$ cat src/rtl/ped_pkg.sv
package ped_pkg;
  localparam int MODE_W = 4;

  typedef enum logic [MODE_W-1:0] {
    MODE_OFF      = 4'd0,
    MODE_DMA_RISE = 4'd1,
    MODE_DMA_FALL = 4'd2,
    MODE_DMA_ANY  = 4'd3,
    MODE_FLG_RISE = 4'd5,
    MODE_FLG_FALL = 4'd6,
    MODE_FLG_ANY  = 4'd7,
    MODE_IRQ_LOW  = 4'd8,
    MODE_IRQ_RISE = 4'd9,
    MODE_IRQ_FALL = 4'd10,
    MODE_IRQ_ANY  = 4'd11,
    MODE_IRQ_HIGH = 4'd12,
    MODE_TRG_HIGH = 4'd13,
    MODE_TRG_LOW  = 4'd14
  } pinMode_e;

  // Strobes from control to datapath, one per pin.
  typedef struct packed {
    logic setFlag;
    logic clrFlag;
  } pinStrobe_t;

  function automatic logic modeIsDma(input logic [MODE_W-1:0] m);
    return (m == MODE_DMA_RISE) || (m == MODE_DMA_FALL) || (m == MODE_DMA_ANY);
  endfunction

  function automatic logic modeIsIrq(input logic [MODE_W-1:0] m);
    return (m >= MODE_IRQ_LOW) && (m <= MODE_IRQ_HIGH);
  endfunction

  // Event for a pin given its mode and the current/previous samples.
  function automatic logic modeEvent(input logic [MODE_W-1:0] m,
                                     input logic cur, input logic prev);
    logic rise;
    logic fall;
    logic ev;
    rise = cur & ~prev;
    fall = ~cur & prev;
    case (m)
      MODE_DMA_RISE, MODE_FLG_RISE, MODE_IRQ_RISE: ev = rise;
      MODE_DMA_FALL, MODE_FLG_FALL, MODE_IRQ_FALL: ev = fall;
      MODE_DMA_ANY,  MODE_FLG_ANY,  MODE_IRQ_ANY:  ev = rise | fall;
      MODE_IRQ_LOW:  ev = ~cur;
      MODE_IRQ_HIGH: ev = cur;
      default:       ev = 1'b0;
    endcase
    return ev;
  endfunction
endpackage

$ cat src/rtl/ped_datapath.sv
module ped_datapath
  import ped_pkg::*;
#(
  parameter int NUM_PINS    = 32,
  parameter int SYNC_STAGES = 2
) (
  input  logic                      clk,
  input  logic                      rstN,
  input  logic [NUM_PINS-1:0]       pinIn,
  input  pinStrobe_t [NUM_PINS-1:0] strobes,
  output logic [NUM_PINS-1:0]       curLvl,
  output logic [NUM_PINS-1:0]       prevLvl,
  output logic [NUM_PINS-1:0]       status
);
  localparam int LAST_STAGE = SYNC_STAGES - 1;

  logic [NUM_PINS-1:0] syncChain [SYNC_STAGES];

  always_ff @(posedge clk or negedge rstN) begin
    if (!rstN) syncChain[0] <= '0;
    else       syncChain[0] <= pinIn;
  end

  for (genvar s = 1; s < SYNC_STAGES; s++) begin : gStage
    always_ff @(posedge clk or negedge rstN) begin
      if (!rstN) syncChain[s] <= '0;
      else       syncChain[s] <= syncChain[s-1];
    end
  end

  assign curLvl = syncChain[LAST_STAGE];

  always_ff @(posedge clk or negedge rstN) begin
    if (!rstN) prevLvl <= '0;
    else       prevLvl <= curLvl;
  end

  for (genvar i = 0; i < NUM_PINS; i++) begin : gFlag
    always_ff @(posedge clk or negedge rstN) begin
      if (!rstN)                   status[i] <= 1'b0;
      else if (strobes[i].setFlag) status[i] <= 1'b1;
      else if (strobes[i].clrFlag) status[i] <= 1'b0;
    end

    // A set strobe always leaves the flag set, even against a clear.
    assert_set_wins_R9: assert property (@(posedge clk) disable iff (!rstN)
      strobes[i].setFlag |=> status[i]);

    // A clear with no competing set empties the flag.
    assert_clear_applies_R7: assert property (@(posedge clk) disable iff (!rstN)
      (strobes[i].clrFlag && !strobes[i].setFlag) |=> !status[i]);

    // Without strobes the flag holds its value.
    assert_flag_holds_R7: assert property (@(posedge clk) disable iff (!rstN)
      (!strobes[i].clrFlag && !strobes[i].setFlag) |=> $stable(status[i]));
  end

  // The previous sample trails the current sample by one cycle.
  assert_prev_trails_R10: assert property (@(posedge clk) disable iff (!rstN)
    1'b1 |=> (prevLvl == $past(curLvl)));
endmodule

$ cat src/rtl/ped_ctrl.sv
module ped_ctrl
  import ped_pkg::*;
#(
  parameter int NUM_PINS = 32
) (
  input  logic                       clk,
  input  logic                       rstN,
  input  logic [NUM_PINS*MODE_W-1:0] modeCfg,
  input  logic [NUM_PINS-1:0]        curLvl,
  input  logic [NUM_PINS-1:0]        prevLvl,
  input  logic [NUM_PINS-1:0]        status,
  input  logic                       clrWe,
  input  logic [NUM_PINS-1:0]        clrMask,
  input  logic                       dmaAck,
  output pinStrobe_t [NUM_PINS-1:0]  strobes,
  output logic                       irqOut,
  output logic                       dmaReq,
  output logic [NUM_PINS-1:0]        trigOut
);
  logic [NUM_PINS-1:0] dmaSel;
  logic [NUM_PINS-1:0] irqSel;

  for (genvar i = 0; i < NUM_PINS; i++) begin : gPin
    logic [MODE_W-1:0] pinMode;
    assign pinMode = modeCfg[i*MODE_W +: MODE_W];

    always_comb begin
      dmaSel[i] = modeIsDma(pinMode);
      irqSel[i] = modeIsIrq(pinMode);
      strobes[i].setFlag = modeEvent(pinMode, curLvl[i], prevLvl[i]);
      strobes[i].clrFlag = (clrWe & clrMask[i]) | (dmaAck & dmaSel[i]);
      case (pinMode)
        MODE_TRG_HIGH: trigOut[i] = curLvl[i];
        MODE_TRG_LOW:  trigOut[i] = ~curLvl[i];
        default:       trigOut[i] = 1'b0;
      endcase
    end

    // A flag in high-level mode is re-set after any clear while the level stays.
    assert_level_reasserts_R5: assert property (@(posedge clk) disable iff (!rstN)
      (pinMode == MODE_IRQ_HIGH && curLvl[i] && clrWe && clrMask[i]) |=> status[i]);
  end

  assign irqOut = |(status & irqSel);
  assign dmaReq = |(status & dmaSel);

  // Requests only exist while some flag is set.
  assert_req_needs_flag_R2: assert property (@(posedge clk) disable iff (!rstN)
    (irqOut || dmaReq) |-> (status != '0));
endmodule

$ cat src/rtl/pin_event_detector.sv
module pin_event_detector
  import ped_pkg::*;
#(
  parameter int NUM_PINS    = 32,
  parameter int SYNC_STAGES = 2
) (
  input  logic                       clk,
  input  logic                       rstN,
  input  logic [NUM_PINS-1:0]        pinIn,
  input  logic [NUM_PINS*MODE_W-1:0] modeCfg,
  input  logic                       clrWe,
  input  logic [NUM_PINS-1:0]        clrMask,
  input  logic                       dmaAck,
  output logic [NUM_PINS-1:0]        statusFlags,
  output logic                       irqOut,
  output logic                       dmaReq,
  output logic [NUM_PINS-1:0]        trigOut
);
  pinStrobe_t [NUM_PINS-1:0] strobes;
  logic [NUM_PINS-1:0] curLvl;
  logic [NUM_PINS-1:0] prevLvl;

  ped_datapath #(.NUM_PINS(NUM_PINS), .SYNC_STAGES(SYNC_STAGES)) uDp (
    .clk(clk), .rstN(rstN), .pinIn(pinIn), .strobes(strobes),
    .curLvl(curLvl), .prevLvl(prevLvl), .status(statusFlags)
  );

  ped_ctrl #(.NUM_PINS(NUM_PINS)) uCtrl (
    .clk(clk), .rstN(rstN), .modeCfg(modeCfg), .curLvl(curLvl),
    .prevLvl(prevLvl), .status(statusFlags), .clrWe(clrWe),
    .clrMask(clrMask), .dmaAck(dmaAck), .strobes(strobes),
    .irqOut(irqOut), .dmaReq(dmaReq), .trigOut(trigOut)
  );
endmodule

$ cat config.mk
export PLATFORM = sky130hd
export DESIGN_NAME = pin_event_detector
export DESIGN_NICKNAME = d
export VERILOG_FILES = /design/src/rtl/ped_pkg.sv /design/src/rtl/ped_datapath.sv /design/src/rtl/ped_ctrl.sv /design/src/rtl/pin_event_detector.sv
export SDC_FILE = /design/constraint.sdc
export NUM_CORES = 1
export LEC_CHECK = 0
export BUFFER_PORTS_ARGS = -buffer_cell sky130_fd_sc_hd__buf_2
export CAP_MARGIN = 5
export CORE_MARGIN = 8
export CORE_UTILIZATION = 48
export CTS_BUF_LIST = sky130_fd_sc_hd__clkbuf_4
export DETAILED_ROUTE_END_ITERATION = 10
export GPL_TIMING_DRIVEN = 1
export PLACE_DENSITY = 0.81
export RECOVER_POWER = 25
export SLEW_MARGIN = 20
export SYNTH_ARGS = -nofsm -noshare
export SYNTH_HDL_FRONTEND = slang
export SYNTH_SLANG_ARGS = --single-unit
$ cat constraint.sdc
create_clock -name clk -period 1.4 [get_ports clk]
set_input_delay 0.07 -clock clk [delete_from_list [all_inputs] [get_ports clk]]
set_output_delay 0.07 -clock clk [all_outputs]
set_load 0.01 [all_outputs]
==> run_results.csv, run 1 <==
group,metric,value,unit
outcome,outcome,"complete, but fails checks",
outcome,violations,"setup timing",
worst_setup_path,worst_setup_path_end_kind,"primary output",
timing,finalSetupViolCount,50,
drt,routed-via-count,10607,
power,comb_power_share,37.9,%
placed_design,port_buffers,261,
layout,drive_above_1_share,40.1,%
synthesis,yosysSeqAreaShare,40.3,%
drt,first_pass_iters,5,
synthesis,async_reset_ff_share,100,%
placed_design,placed_cell_area,10900,sq um
layout,final_util,86.8,%
synthesis,synth_edf_count,0,
worst_setup_path,crit_arrival,2370,ps
drt,dr.first_iter.drc_count,896,
synthesis,syn_area,7940,sq um
clock_tree,cts.sinks,128,
timing,tightest_slew,610,ps
hold_path,min-delay-path-class,"in -> reg",
clock_tree,cts_tree,"yes",
clock_tree,path_clk_slew,120,ps
drt,finalWirelength,39400,um
floorplan,rows,47,
layout,num-nets-final,1840,
floorplan,core,16400,sq um
timing,setup_ws,-1040,ps
grt,grt_max_degree,44,
power,power_density,770,nW/um^2
timing,maxSlewViolCount,0,
power,seqPwrFrac,38.8,%
clock_tree,clk_path_buf_depth,2,
layout,final_area,14200,sq um
synthesis,synth_top_area_share,40.3,%
placed_design,place.gp.congestion,0.918,
power,switchingPower,3.77,mW
drt,drt-wirelength-per-cell,21.7,um
synthesis,synth_area_leader_cell,"dfrtp_1",
synthesis,synth_nets,1147,
power,clkPwrFrac,23.4,%
timing,clock_skew,34.0,ps
clock_tree,root_buffer,"clkbuf_4",
power,p_leak,6.94,nW
floorplan,start_util,48.4,%
layout,seq_area,3220,sq um
timing,post-route-min-period,2440,ps
floorplan,io_pins,262,
synthesis,synth_ff_type,"dfrtp_1",
layout,nFillCells,773,
grt,globalRouteTotalUtil,34.8,%
power,internal_power,7.20,mW
worst_setup_path,cp_data_required_time,1330,ps
drt,drc,0,
floorplan,die_h,145,um
timing,rsz0062_at_grt,"yes",
layout,area_growth,79.3,%
synthesis,synth-seq-cells,128,
floorplan,die_w,145,um
timing,hold_viol_final,0,
timing,setup_tns,-10020,ps
worst_setup_path,worstPathMaxFanout,2,
clock_tree,clock_latency,550,ps
drt,ant_nets,0,
grt,grt_pass1_wl,56400,um
grt,grt_pass1_vias,11217,
worst_setup_path,critPathKind,"reg -> out",
grt,overflow,0,
drt,vias_per_cell,5.83,
grt,antenna_found_initial,5,
synthesis,syn_avg_cell_area,8.96,sq um
synthesis,syn_inst,887,
timing,post-route-period-util,174,%
timing,fmax,411,MHz
synthesis,yosysUniqueCellTypes,32,
clock_tree,cts_buffers,17,
placed_design,hpwl,19900,um
synthesis,synthTopCellsByArea,"dfrtp_1 40%, ha_1 10%, a21oi_1 5.2%, inv_1 4.9%, a22oi_1 4.3%",
power,p_sw_share,34.4,%
clock_tree,htreeDepth,4,
synthesis,yosys_warnings,0,
flow_run,cap_violations,0,
timing,relSlewSlack,58.8,%
power,ir_drop,521,uV
layout,multi_input_area,4940,sq um
floorplan,die_area,20900,sq um
power,power.total,11.0,mW
worst_setup_path,startpoint_type,"register",
-- state kept, by name (all words and copies together), names as in the netlist --
register and count:
uDp.status 32, uDp.syncChain 32, uDp.prevLvl 32, uDp.curLvl 32
-- cells in the mapped netlist (20+ instances only) --
| cell type | number |
|---|---|
| o22ai_1 | 20 |
| a22oi_1 | 45 |
| o21ai_0 | 32 |
| dfrtp_1 | 128 |
| mux2i_1 | 31 |
| nand3_1 | 32 |
| a21oi_1 | 83 |
| ha_1 | 64 |
| nor2_1 | 76 |
| inv_1 | 103 |
| xnor2_1 | 31 |
| nand2_1 | 63 |
| nor2b_1 | 48 |
-- layout by cell type, fill, tap and decap left out, drive strengths merged --
| cell type | n |
|---|---|
| buf | 486 |
| dlygate4sd3 | 179 |
| dfrtp | 128 |
| inv | 103 |
| a21oi | 83 |
| nor2 | 78 |
| ha | 64 |
| nand2 | 63 |
| nor2b | 48 |
| a22oi | 45 |
| clkbuf | 34 |
| o21ai | 32 |
| nand3 | 32 |
| xnor2 | 31 |
| mux2i | 31 |
| o22ai | 20 |
| and2 | 19 |
| a21boi | 19 |
| nor3b | 18 |
| nor3 | 13 |
| a311o | 12 |
| nand4 | 11 |
| nor4b | 11 |
| clkinv | 9 |
| diode | 7 |
| a32oi | 6 |
| nor4 | 4 |
| and2b | 2 |
| nand3b | 2 |
| clkinvlp | 2 |
| bufinv | 2 |
| a2111oi | 1 |
| or4 | 1 |
| nand2b | 1 |
| and3 | 1 |
| a41oi | 1 |
| mux4 | 1 |
-- layer usage --
| layer | up-vias | share of wire, % | track usage [%] |
|---|---|---|---|
| met5 | - | 0 | 0 |
| met1 | 5063 | 34 | 36.2 |
| met3 | 266 | 8.5 | 8.35 |
| met4 | 0 | 7.4 | 23.8 |
| li1 | 4511 | - | - |
| met2 | 767 | 50 | 61.1 |
-- power groups by stage --
stage	registers [mW]	logic [mW]	clock network (mW)
after floorplan	4.39	1.10	0
after global placement	4.26	2.86	0
after detailed placement	4.28	2.94	0
after CTS	4.19	3.61	2.52
after global routing	4.28	4.42	2.75
final	4.26	4.16	2.57
-- per-stage QoR --
stage / setup slack [ps] / hold slack, ps / instances
floorplan: -221 / -226 / 887
global placement: -526 / -5.61 / 1542
CTS: -1050 / 1.28 / 1805
finish: -1040 / 37.7 / 1820
global route: -1110 / 26.3 / 1818
detailed placement: -532 / -0.383 / 1542
-- final timing paths --
path / from / to / slack, ps / depth (start not counted)
max: uDp.status[4]$_DFFE_PN0P_ / dmaReq / -1040 / 6
max in group asynchronous: rstN / uDp.curLvl[0]$_DFF_PN0_ / 250 / 4
min reg2reg: uDp.syncChain[49]$_DFF_PN0_ / uDp.curLvl[17]$_DFF_PN0_ / 360 / 0
min in group asynchronous: rstN / uDp.curLvl[9]$_DFF_PN0_ / 520 / 3
min: modeCfg[87] / uDp.status[21]$_DFFE_PN0P_ / 40 / 4
max reg2reg: uDp.curLvl[1]$_DFF_PN0_ / uDp.status[1]$_DFFE_PN0P_ / -240 / 7
-- worst max-delay path, stage by stage, from the launching register on --
cell and delay (ps):
dfrtp_1 430, nor4b_4 150, nor4_2 310, buf_4 170, nand2_4 50, or4_4 580, buf_6 140
-- cell type report --
type / count / share of cell area (%)
multi-input combinational: 650 / 34.7
clock inverter: 13 / 0.852
antenna: 7 / 0.123
clock buffer: 19 / 1.00
timing repair buffer: 680 / 35.9
sequential: 128 / 22.6
inverter: 103 / 2.92
tap: 220 / 1.93
-- logic make-up after synthesis --
logic type / after synthesis / share of synthesized area (%)
AND/OR/NAND/NOR: 304 / 19.6
AO/OA/AOI/OAI: 219 / 17.3
flip-flops: 128 / 40.3
buffers and inverters: 109 / 5.15
adder cells (fa/ha/maj): 64 / 10.1
multiplexers: 32 / 4.19
XOR/XNOR: 31 / 3.42
-- timing repair --
| action | CTS | global route |
|---|---|---|
| endpoints found under the setup margin | 45 | 60 |
| hold buffers | 179 | 0 |
| setup buffers | 54 | 17 |
| endpoints found under the hold margin | 192 | 0 |
| resized for setup | 96 | 102 |
| pin swaps | 59 | 69 |
No activity file was read; power rests on OpenSTA's default activity.
==> run 2, diff against run 1 <==
CORE_ASPECT_RATIO = 1.25   (was unset)
==> run 2 against run 1 <==
Against the previous run:
- count of clock-buffer cells in the layout unchanged
- critical path type unchanged
- core utilization up 1.8 points
- routed wire length up 15%
- sequential cell count unchanged
- power up 1.7%
- clock power down 4%
- maximum frequency down 32%
- critical path depth unchanged
- register-to-register slack worse by 80 ps
- the run ends with capacitance limit, slew limit, setup timing left
- global-route usage up 2.3 points
- via count up 5.4%
==> run_results.csv, run 2 (synthesized netlist as in run 1, its figures left out) <==
group,metric,value,unit
outcome,outcome,"complete, but fails checks",
outcome,violations,"capacitance limit, slew limit, setup timing",
clock_tree,clk_path_buf_depth,2,
grt,grt_max_degree,54,
worst_setup_path,cp_data_required_time,1330,ps
worst_setup_path,crit_slowest_cell,"nor4_1",
hold_path,whs_path_depth,5,
layout,drive_above_1_share,41.3,%
hold_path,min_to,"uDp.status[10]$_DFFE_PN0P_",
floorplan,core,16200,sq um
placed_design,port_buffers,261,
timing,post-route-period-util,254,%
floorplan,start_util,49.0,%
power,p_leak,6.97,nW
worst_setup_path,slowest_delay,1320,ps
worst_setup_path,timing.rr.start,"uDp.curLvl[13]$_DFF_PN0_",
floorplan,die_area,20900,sq um
drt,ant_nets,0,
worst_setup_path,worstPathMaxFanout,2,
timing,relSlewSlack,-8.05,%
drt,drt-wirelength-per-cell,24.9,um
grt,overflow,0,
layout,nFillCells,652,
grt,grt_pass1_vias,11699,
layout,multi_input_area,5010,sq um
layout,num-nets-final,1848,
timing,post-route-min-period,3560,ps
layout,final_common_cell,"buf_2",
flow_run,cap_violations,1,
clock_tree,root_buffer,"clkbuf_4",
grt,antenna_found_initial,11,
timing,fmax,281,MHz
floorplan,io_pins,262,
drt,drc,0,
placed_design,placed_cell_area,10900,sq um
power,power_density,778,nW/um^2
drt,vias_per_cell,6.14,
timing,maxSlewViolCount,2,
layout,seq_area,3230,sq um
grt,grt_pass1_wl,59800,um
placed_design,post-place-ws,-621,ps
worst_setup_path,critPathKind,"reg -> out",
placed_design,hpwl,20000,um
floorplan,die_h,160,um
worst_setup_path,reg2reg_depth,7,
floorplan,die_w,131,um
timing,clock_skew,24.8,ps
timing,finalSetupViolCount,57,
floorplan,rows,52,
drt,dr.first_iter.drc_count,1346,
timing,hold_viol_final,0,
worst_setup_path,path_cells,"nor4b_1 -> nor4_1 -> buf_4 -> nand2_1 -> or4_4 -> buf_6",
drt,first_pass_iters,9,
hold_path,min-delay-path-class,"in -> reg",
power,ir_drop,669,uV
worst_setup_path,crit_arrival,3490,ps
layout,final_area,14400,sq um
clock_tree,cts.sinks,128,
placed_design,place.gp.congestion,0.914,
clock_tree,cts_tree,"yes",
clock_tree,path_clk_slew,130,ps
layout,layout_common_cells,"239 x buf_2, 201 x buf_4, 181 x dlygate4sd3_1, 110 x dfrtp_1, 85 x inv_1",
clock_tree,cts_buffers,17,
drt,routed-via-count,11175,
hold_path,hp-start,"clrMask[10]",
layout,area_growth,80.7,%
clock_tree,htreeDepth,4,
worst_setup_path,r2r_slack,-320,ps
timing,tightest_slew,1610,ps
timing,rsz0062_at_grt,"yes",
worst_setup_path,timing.rr.end,"uDp.status[13]$_DFFE_PN0P_",
grt,globalRouteTotalUtil,37.0,%
drt,finalWirelength,45300,um
timing,setup_ws,-2160,ps
clock_tree,clock_latency,580,ps
worst_setup_path,worst_setup_path_end_kind,"primary output",
worst_setup_path,startpoint_type,"register",
run 2: worst max-delay path: cells and delay by family (launching register included):
family	cells	cell delay, ps
AND/OR/NAND/NOR	4	2090
buffers and inverters	2	420
flip-flops	1	400
run 2: timing repair:
action	in CTS	in global routing
resized for setup	99	133
endpoints found under the hold margin	192	0
setup buffers	51	20
pin swaps	52	76
hold buffers	182	0
endpoints found under the setup margin	46	61
gates cloned	0	0
run 2: metal layers:
layer / share of wire [%] / GRT usage [%] / vias to the layer above / wire length, um
met2: 47 / 62.7 / 1040 / 21400
li1: - / - / 4523 / -
met1: 31 / 35.6 / 5153 / 13800
met4: 10 / 30.2 / 10 / 4570
met5: 0.12 / 0 / - / 56
met3: 12 / 12.1 / 449 / 5420
run 2: worst max path at each step:
| stage | from | endpoint | slack (ps) | cells past startpoint |
|---|---|---|---|---|
| 5_1_grt | uDp.status[4]$_DFFE_PN0P_ | dmaReq | -2070 | 6 |
| 6_report | uDp.status[4]$_DFFE_PN0P_ | dmaReq | -2160 | 6 |
| 2_1_floorplan | uDp.status[19]$_DFFE_PN0P_ | dmaReq | -220 | 4 |
| 4_1_cts | uDp.status[12]$_DFFE_PN0P_ | dmaReq | -1190 | 6 |
| 3_3_place_gp | uDp.status[19]$_DFFE_PN0P_ | dmaReq | -630 | 6 |
| 3_5_place_dp | uDp.status[19]$_DFFE_PN0P_ | dmaReq | -620 | 6 |
run 2: final cells by class:
cell class | instances | share of cell area, %
tap | 216 | 1.88
inverter | 103 | 2.89
clock inverter | 11 | 0.689
timing repair buffer | 688 | 36.1
sequential | 128 | 22.5
antenna | 5 | 0.0872
multi-input combinational | 650 | 34.9
clock buffer | 19 | 0.994
run 2: power breakdown:
group	total (mW)	switching (mW)	leakage (nW)	internal [mW]
clock	2.47	1.44	0.131	1.03
combinational	4.42	2.25	5.35	2.17
sequential	4.28	0.266	1.49	4.01
total	11.2	3.96	6.97	7.21
run 2: stage by stage:
stage / util, % / power (mW) / TNS [ps] / hold WS [ps] / cells
floorplan: - / 5.49 / -230 / -226 / 887
finish: 88.6 / 11.2 / -13880 / 6.74 / 1820
CTS: 85.0 / 10.2 / -11590 / -7.71 / 1803
global route: 88.6 / 11.6 / -18310 / 28.1 / 1820
detailed placement: 67.4 / 7.23 / -765 / -45.8 / 1540
global placement: 67.4 / 7.13 / -749 / -50.3 / 1540
